### src/rtl/wdc_pkg.sv
package wdc_pkg;
    typedef enum logic [1:0] {
        HO_CLEAR,
        HO_LATCHED,
        HO_WAIT_A,
        HO_WAIT_B
    } ho_state_t;

    localparam int SRC_WD  = 0;
    localparam int SRC_CM  = 1;
    localparam int NUM_SRC = 2;
endpackage

### src/rtl/wdc_idle_timer.sv
module wdc_idle_timer #(
    parameter int IT_W     = 16,
    parameter int TICK_BIT = 12,
    parameter int HOLD_BIT = 4
) (
    input  logic            clk,
    input  logic            rst_n,
    input  logic            tick_en,
    input  logic            tick_ack,
    output logic [IT_W-1:0] cnt,
    output logic            tick_tgl,
    output logic            hold_tgl,
    output logic            tick_irq
);
    logic prev_tick_q;
    logic prev_hold_q;
    logic pend_q;

    always_ff @(posedge clk or negedge rst_n) begin
        if (!rst_n) begin
            cnt         <= '1;
            prev_tick_q <= 1'b1;
            prev_hold_q <= 1'b1;
            pend_q      <= 1'b0;
        end else begin
            cnt         <= cnt - 1'b1;
            prev_tick_q <= cnt[TICK_BIT];
            prev_hold_q <= cnt[HOLD_BIT];
            if (tick_tgl)
                pend_q <= 1'b1;
            else if (tick_ack)
                pend_q <= 1'b0;
        end
    end

    always_comb begin
        tick_tgl = cnt[TICK_BIT] ^ prev_tick_q;
        hold_tgl = cnt[HOLD_BIT] ^ prev_hold_q;
        tick_irq = pend_q & tick_en;
    end
endmodule

### src/rtl/wdc_window_wd.sv
module wdc_window_wd #(
    parameter int WIN_LOG2_MAX = 16,
    parameter int EARLY_SHIFT  = 3
) (
    input  logic       clk,
    input  logic       rst_n,
    input  logic       svc,
    input  logic [1:0] win_sel,
    output logic       flt_set,
    output logic       flt_clr
);
    localparam int EL_W = WIN_LOG2_MAX + 1;
    localparam int BASE = WIN_LOG2_MAX - 3;

    logic [EL_W-1:0] el_q;
    logic [1:0]      code_q;
    logic [EL_W-1:0] upper;
    logic [EL_W-1:0] lower;
    logic            early;
    logic            late;

    always_comb begin
        upper   = EL_W'(1) << (BASE + int'(code_q));
        lower   = upper >> EARLY_SHIFT;
        early   = svc && (el_q < lower);
        late    = !svc && (el_q == upper - 1'b1);
        flt_set = early || late;
        flt_clr = svc && !early;
    end

    always_ff @(posedge clk or negedge rst_n) begin
        if (!rst_n) begin
            el_q   <= '0;
            code_q <= 2'b11;
        end else begin
            if (svc || late)
                el_q <= '0;
            else
                el_q <= el_q + 1'b1;
            if (flt_clr)
                code_q <= win_sel;
        end
    end
endmodule

### src/rtl/wdc_clk_mon.sv
module wdc_clk_mon #(
    parameter int CM_W = 8
) (
    input  logic            clk,
    input  logic            rst_n,
    input  logic            ref_clk,
    input  logic [CM_W-1:0] cm_min,
    output logic            flt_set,
    output logic            flt_clr
);
    logic [2:0]      sync_q;
    logic            primed_q;
    logic [CM_W-1:0] cnt_q;
    logic [CM_W:0]   period;
    logic            ref_rise;

    always_comb begin
        ref_rise = sync_q[1] & ~sync_q[2];
        period   = {1'b0, cnt_q} + 1'b1;
        flt_set  = ref_rise && primed_q && (period < {1'b0, cm_min});
        flt_clr  = ref_rise && primed_q && !flt_set;
    end

    always_ff @(posedge clk or negedge rst_n) begin
        if (!rst_n) begin
            sync_q   <= '0;
            primed_q <= 1'b0;
            cnt_q    <= '0;
        end else begin
            sync_q <= {sync_q[1:0], ref_clk};
            if (ref_rise) begin
                cnt_q    <= '0;
                primed_q <= 1'b1;
            end else if (cnt_q != '1) begin
                cnt_q <= cnt_q + 1'b1;
            end
        end
    end
endmodule

### src/rtl/wdc_holdoff.sv
module wdc_holdoff
    import wdc_pkg::*;
#(
    parameter bit START_LATCHED = 1'b0
) (
    input  logic clk,
    input  logic rst_n,
    input  logic set_f,
    input  logic clr_f,
    input  logic tgl,
    output logic busy
);
    localparam ho_state_t RST_STATE = START_LATCHED ? HO_LATCHED : HO_CLEAR;

    ho_state_t state_q;
    ho_state_t state_d;

    always_ff @(posedge clk or negedge rst_n) begin
        if (!rst_n)
            state_q <= RST_STATE;
        else
            state_q <= state_d;
    end

    always_comb begin
        state_d = state_q;
        if (set_f) begin
            state_d = HO_LATCHED;
        end else begin
            unique case (state_q)
                HO_CLEAR:   state_d = HO_CLEAR;
                HO_LATCHED: if (clr_f) state_d = HO_WAIT_A;
                HO_WAIT_A:  if (tgl)   state_d = HO_WAIT_B;
                HO_WAIT_B:  if (tgl)   state_d = HO_CLEAR;
                default:    state_d = HO_LATCHED;
            endcase
        end
    end

    always_comb begin
        busy = (state_q != HO_CLEAR);
    end
endmodule

### src/rtl/wdt_clkmon.sv
module wdt_clkmon
    import wdc_pkg::*;
#(
    parameter int IT_W         = 16,
    parameter int TICK_BIT     = 12,
    parameter int HOLD_BIT     = 4,
    parameter int WIN_LOG2_MAX = 16,
    parameter int EARLY_SHIFT  = 3,
    parameter int CM_W         = 8
) (
    input  logic            clk,
    input  logic            rst_n,
    input  logic            svc_strobe,
    input  logic [1:0]      win_sel,
    input  logic            ref_clk,
    input  logic [CM_W-1:0] cm_min,
    input  logic            tick_en,
    input  logic            tick_ack,
    output logic            err_n,
    output logic            err_oe,
    output logic            tick_irq
);
    logic [IT_W-1:0]    idle_cnt;
    logic               tick_tgl;
    logic               hold_tgl;
    logic               run_q;
    logic [NUM_SRC-1:0] flt_set;
    logic [NUM_SRC-1:0] flt_clr;
    logic [NUM_SRC-1:0] src_busy;

    always_ff @(posedge clk or negedge rst_n) begin
        if (!rst_n)
            run_q <= 1'b0;
        else
            run_q <= 1'b1;
    end

    wdc_idle_timer #(
        .IT_W(IT_W), .TICK_BIT(TICK_BIT), .HOLD_BIT(HOLD_BIT)
    ) u_timer (
        .clk(clk), .rst_n(rst_n), .tick_en(tick_en), .tick_ack(tick_ack),
        .cnt(idle_cnt), .tick_tgl(tick_tgl), .hold_tgl(hold_tgl),
        .tick_irq(tick_irq)
    );

    wdc_window_wd #(
        .WIN_LOG2_MAX(WIN_LOG2_MAX), .EARLY_SHIFT(EARLY_SHIFT)
    ) u_wd (
        .clk(clk), .rst_n(rst_n), .svc(svc_strobe), .win_sel(win_sel),
        .flt_set(flt_set[SRC_WD]), .flt_clr(flt_clr[SRC_WD])
    );

    wdc_clk_mon #(
        .CM_W(CM_W)
    ) u_cm (
        .clk(clk), .rst_n(rst_n), .ref_clk(ref_clk), .cm_min(cm_min),
        .flt_set(flt_set[SRC_CM]), .flt_clr(flt_clr[SRC_CM])
    );

    for (genvar g = 0; g < NUM_SRC; g++) begin : g_src
        wdc_holdoff #(
            .START_LATCHED(g == SRC_CM)
        ) u_ho (
            .clk(clk), .rst_n(rst_n), .set_f(flt_set[g]), .clr_f(flt_clr[g]),
            .tgl(hold_tgl), .busy(src_busy[g])
        );
    end

    always_comb begin
        err_oe = run_q & (|src_busy);
        err_n  = ~err_oe;
    end
endmodule

### config.mk
export PLATFORM = sky130hd
export DESIGN_NAME = wdt_clkmon
export DESIGN_NICKNAME = d
export VERILOG_FILES = /design/src/rtl/wdc_pkg.sv /design/src/rtl/wdc_idle_timer.sv /design/src/rtl/wdc_window_wd.sv /design/src/rtl/wdc_clk_mon.sv /design/src/rtl/wdc_holdoff.sv /design/src/rtl/wdt_clkmon.sv
export SDC_FILE = /design/constraint.sdc
export NUM_CORES = 1
export LEC_CHECK = 0
export BUFFER_PORTS_ARGS = -buffer_cell sky130_fd_sc_hd__buf_2
export CELL_PAD_IN_SITES_DETAIL_PLACEMENT = 1
export CELL_PAD_IN_SITES_GLOBAL_PLACEMENT = 1
export CORE_ASPECT_RATIO = 2
export CORE_MARGIN = 3
export CORE_UTILIZATION = 25
export DETAILED_ROUTE_END_ITERATION = 16
export PLACE_DENSITY_LB_ADDON = 0.05
export SLEW_MARGIN = 20
export SYNTH_ARGS = -nofsm -noshare
export SYNTH_HDL_FRONTEND = slang
export SYNTH_HIERARCHICAL = 1
export SYNTH_SLANG_ARGS = --single-unit
### constraint.sdc
create_clock -name clk -period 3.8 [get_ports clk]
set_clock_uncertainty 0.2 [all_clocks]
set_input_delay 0.19 -clock clk [delete_from_list [all_inputs] [get_ports clk]]
set_output_delay 0.19 -clock clk [all_outputs]
set_load 0.02 [all_outputs]
## Yosys cells after proc, flatten, opt, wreduce, memory -nomap -nowiden

Index checks and enable logic that the tools add are counted.

| operators by class | value |
|---|---|
| equality and inequality tests | 14 |
| magnitude comparators | 2 |
| shift operators | 1 |
| bitwise logic cells | 7 |
| mux-type cells | 13 |
| $add $sub $neg | 6 |
| reductions and logical operators | 20 |

Operator list:

| cell | count |
|---|---|
| left shift 1 x 32 -> 17 bit (first input constant) | 1 |
| adder 17 x 1 -> 17 bit (second input constant) | 1 |
| equality test 17 bit | 1 |
| < comparator 17 x 14 -> 1 bit | 1 |
| two-way mux 17 bit | 1 |
| subtractor 17 x 1 -> 17 bit (second input constant) | 1 |
| two-way mux 8 bit | 2 |
| case mux 2 bit (4 select lines) | 2 |
| subtractor 16 x 1 -> 16 bit (second input constant) | 1 |
| two-way mux 2 bit | 6 |
| != test 3 x 1 -> 1 bit (second input constant) | 4 |
| adder 8 x 1 -> 9 bit (second input constant) | 1 |
| < comparator 9 x 8 -> 1 bit | 1 |
| adder 8 x 1 -> 8 bit (second input constant) | 1 |
| equality test 2 bit (second input constant) | 4 |
| != test 8 bit (second input constant) | 1 |
| nonzero test 2 bit | 4 |
| logical AND 1 bit | 6 |
| != test 3 x 2 -> 1 bit (second input constant) | 2 |
| AND reduction 3 bit | 2 |
| adder 4 x 2 -> 5 bit (first input constant) | 1 |
| equality test 2 x 1 -> 1 bit (second input constant) | 2 |
| zero test 2 bit | 2 |
| AND 1 bit | 3 |
| 6 further kinds | 12 |

| word-level totals | value |
|---|---|
| output and inout bits | 3 |
| word-level logic and storage cells | 75 |
| register bits | 55 |
| input port bits | 16 |

## Longest topological paths before layout

| logic depth | value |
|---|---|
| depth after elaboration | 9 |
| mapped depth | 13 |
| mapped depth without buffers | 13 |

## Modules after synthesis

Netlist, hierarchy kept.

Modules (own cells, without submodules):

| module | area an instance (µm²) | instances | seq. area each (µm²) | cells each |
|---|---|---|---|---|
| wdc_window_wd | 1,173.6 | 1 | 478.0 | 127 |
| wdc_idle_timer | 810.8 | 1 | 498.0 | 65 |
| wdc_clk_mon | 757.0 | 1 | 300.3 | 78 |
| wdc_holdoff at g_src[1].u_ho | 177.7 | 1 | 51.3 | 18 |
| wdc_holdoff at g_src[0].u_ho | 176.4 | 1 | 50.0 | 18 |
| wdt_clkmon | 41.3 | 1 | 25.0 | 4 |

## Worst setup path before layout

No wires, ideal clock.

| timing | value |
|---|---|
| kind | reg-to-reg |
| from | reg u_cm.cnt_q[0] |
| to | reg g_src[1].u_ho.state_q[0] |
| stages on the path, launching flop included | 14 |
| setup slack | 1.047 ns |
| data required time | 3.525 ns |
| library setup time | 0.075 ns |
| clock period less this slack | 2.753 ns |
| arrival | 2.478 ns |
| path buffers | 0 |
| path through | dfrtp_1 ha_1 and4_4 nand2_1 xor2_1 inv_1 ha_1 nand3_1 or3_1 o2111ai_2 and2b_1 inv_1 a2bb2oi_2 mux2i_1 |

| on the way | value |
|---|---|
| longest elaborated chain between the ends | 7 |
| elaborated cells on any way between the ends | 10 |
| those cells by class | add/sub (1); order compare (1); eq/ne (3); mux (1); reduce/logical (4) |

Ends and longest elaborated chain:

| item | line | text |
|---|---|---|
| start, declared | wdc_clk_mon.sv:13 | `logic [CM_W-1:0] cnt_q;` |
| start signal, assigned | wdc_clk_mon.sv:35 | `cnt_q <= cnt_q + 1'b1;` |
| adder 8 x 1 -> 9 bit | wdc_clk_mon.sv:19 | `period = {1'b0, cnt_q} + 1'b1;` |
| < comparator 9 x 8 -> 1 bit | wdc_clk_mon.sv:20 | `flt_set = ref_rise && primed_q && (period < {1'b0, cm_min});` |
| logical AND 1 bit | wdc_clk_mon.sv:20 |  |
| zero test 1 bit | wdc_clk_mon.sv:21 | `flt_clr = ref_rise && primed_q && !flt_set;` |
| logical AND 1 bit | wdc_clk_mon.sv:21 |  |
| net flt_clr[1] | wdt_clkmon.sv:28 | `logic [NUM_SRC-1:0] flt_clr;` |
| != test 3 x 1 -> 1 bit (no source line) | -- |  |
| AND reduction 3 bit (no source line) | -- |  |
| end signal, assigned | wdc_holdoff.sv:22 | `state_q <= state_d;` |
| end, declared | wdc_holdoff.sv:15 | `ho_state_t state_q;` |

The timed path passes the listed nets, and every way through them passes these cells.
A chain may end at the register's enable or synchronous reset.

## Worst setup path in the final report

| timing | value |
|---|---|
| from | reg u_cm.cnt_q[0] |
| to | reg g_src[1].u_ho.state_q[1] |

Same word-level chain as after synthesis.

==> impl_metrics.toml <==
[run_status]
status = "complete, no violations"

[critical_path]
cp-end-kind = "flop"
r2r_cells = 13
cpLargestDelayFamily = "simple AND/OR/NAND/NOR gates"
path_depth = 13
setup.worst_path.start = "u_cm/cnt_q[0]"
path_buf_inv = 2
crit_type = "flop to flop"
critPathMaxStageDelay_ns = 0.43
cp-start-kind = "flop"
crit_arrival_ns = 2.97
crit_chain = "ha_1, and4_4, nand2_1, xor2_1, inv_1, ha_1, nand3_1, or3_1, o2111ai_2, and2b_1, inv_1, a2bb2oi_2, mux2i_1"
cp_max_fo = 5
crit_slowest_cell = "dfrtp_1"
r2r-start = "u_cm/cnt_q[0]"
critPathRequiredTime_ns = 3.82

[floorplan]
die_w_um = 83.6
fp.dieArea_um2 = 13500
die_h_um = 161
start_util_pct = 25.6
core_um2 = 11800
fp-row-count = 56
io_pins = 19

[final_layout]
finish.instance_area_um2 = 3460
layout-drive-gt1-share_pct = 19.6
fillerInstances = 1375
n_antenna_cell = 0
final_nets = 364
fin_util_pct = 29.4
syn2layout_area_growth_pct = 14.9
stdcell_count = 471

[power_and_ir_drop]
power_mw = 1.37
p_leak_nw = 1.52
peakVddDrop_mv = 0.190
powerDensity_nw_per_um2 = 397

[detailed_routing]
drtPass1Iterations = 4
drt-total-wl_um = 7030
wl_per_cell_um = 14.9
vias = 2174
drc = 0
drtAntennaViolNets = 0
drtIter0Drc = 69
viasPerCell = 4.62

[sta]
slew_violations = 0
whs_ns = 0.0380
period_needed_ns = 2.96
hold_viol_final = 0
timing.final.ws_setup_ns = 0.844
max_freq_mhz = 338
rsz0062_at_grt = "false"
relSlewSlack_pct = 48.9
setup_viol = 0
period_share_pct = 77.8
setup_tns_ns = 0
tightest_slew_ns = 0.767

[cts]
cts_hold_buffers = 5
clk_latency_ns = 0.29
clkTransAtPathRegs_ns = 0.07
cts_resized = 0
cts.sinks = 52
post-cts-setup-buffers = 0
h-tree-depth = 2
cts_made_buffers = 5
tritoncts = "done"
cts_buffer_depth = 2
root_buffer = "clkbuf_16"

[logic_synthesis]
synthCells = 300
synth_nets = 339
avgSynthCellArea_um2 = 10.0
ys.warnings.count = 6
synth_area_um2 = 3010

[hold_path]
min_delay_path_depth = 2
holdCritStartpoint = "svc_strobe"
holdCritPathClass = "input port to flop"

[grt]
grtUsageTotal_pct = 11.3
grt_pass1_vias = 2472
grt_max_degree = 33
gr-total-overflow = 0
antenna_found_initial = 0
grt_pass1_wl_um = 12200

[place]
place_ws_ns = 0.797
portBuffers = 18
hpwl_um = 5410
place_inst = 458
routabilityCongestion = 0.694
placed_area_um2 = 3260

[run]
drv_cap = 0
power by group:
part | total (mW) | switching (mW) | internal, mW
Clock | 0.461 | 0.214 | 0.246
Sequential | 0.637 | 0.0417 | 0.595
Combinational | 0.275 | 0.151 | 0.124
Total | 1.37 | 0.407 | 0.966
path summary, 6_finish.rpt:
check                                      endpoint  slack (ns)
setup / recovery           g_src[1].u_ho/state_q[1]        0.84
hold / removal                         u_wd/el_q[6]        0.04
setup reg to reg           g_src[1].u_ho/state_q[1]        0.84
hold reg to reg                      u_cm/sync_q[1]        0.15
max in group asynchronous            u_wd/code_q[0]        2.24
min in group asynchronous            u_timer/pend_q        0.31
flip-flops by register name (all words and copies together) (netlist names):
name and flops:
u_wd/el_q 17, g_src.u_ho/state_q 4, u_cm/sync_q 3, u_timer/prev_tick_q 1, u_timer/pend_q 1, u_timer/prev_hold_q 1
u_timer/cnt 13, u_cm/cnt_q 8, run_q 1, u_wd/code_q 2, u_cm/primed_q 1
per-layer routing:
layer	GRT usage, %	share of wire, %
met1	11.8	37
met2	22.6	59
met3	1.74	1.9
met4	3.29	1.4
met5	0	0
layout by cell type, fill, tap and decap left out, types with 3 or more instances in the layout:
cell	count
nor2b_1	5
nor2_1	30
nand3_1	9
nand4_1	5
dfstp_2	18
dfrtp_1	34
ha_1	23
mux2i_1	5
or4_1	3
a311oi_1	3
nand2b_1	7
a21oi_1	12
xor2_1	15
buf_2	18
o211ai_1	3
or3_1	4
nand2_1	16
nor3_1	5
clkbuf_16	5
nor4_1	5
a21o_1	3
xnor2_1	16
inv_1	30
o21ai_0	4
dlygate4sd3_1	5
nor3b_1	4
layout make-up:
type / instances / area, um2 / share of cell area, %
multi-input cells: 212 / 1550 / 44.8
well taps: 145 / 181 / 5.25
inverters: 30 / 113 / 3.26
clock buffers: 6 / 129 / 3.73
repair buffers: 24 / 148 / 4.27
clock inverters: 2 / 16.3 / 0.470
flip-flops and latches: 52 / 1320 / 38.3
Note: power is estimated with default switching activity, not from simulation.
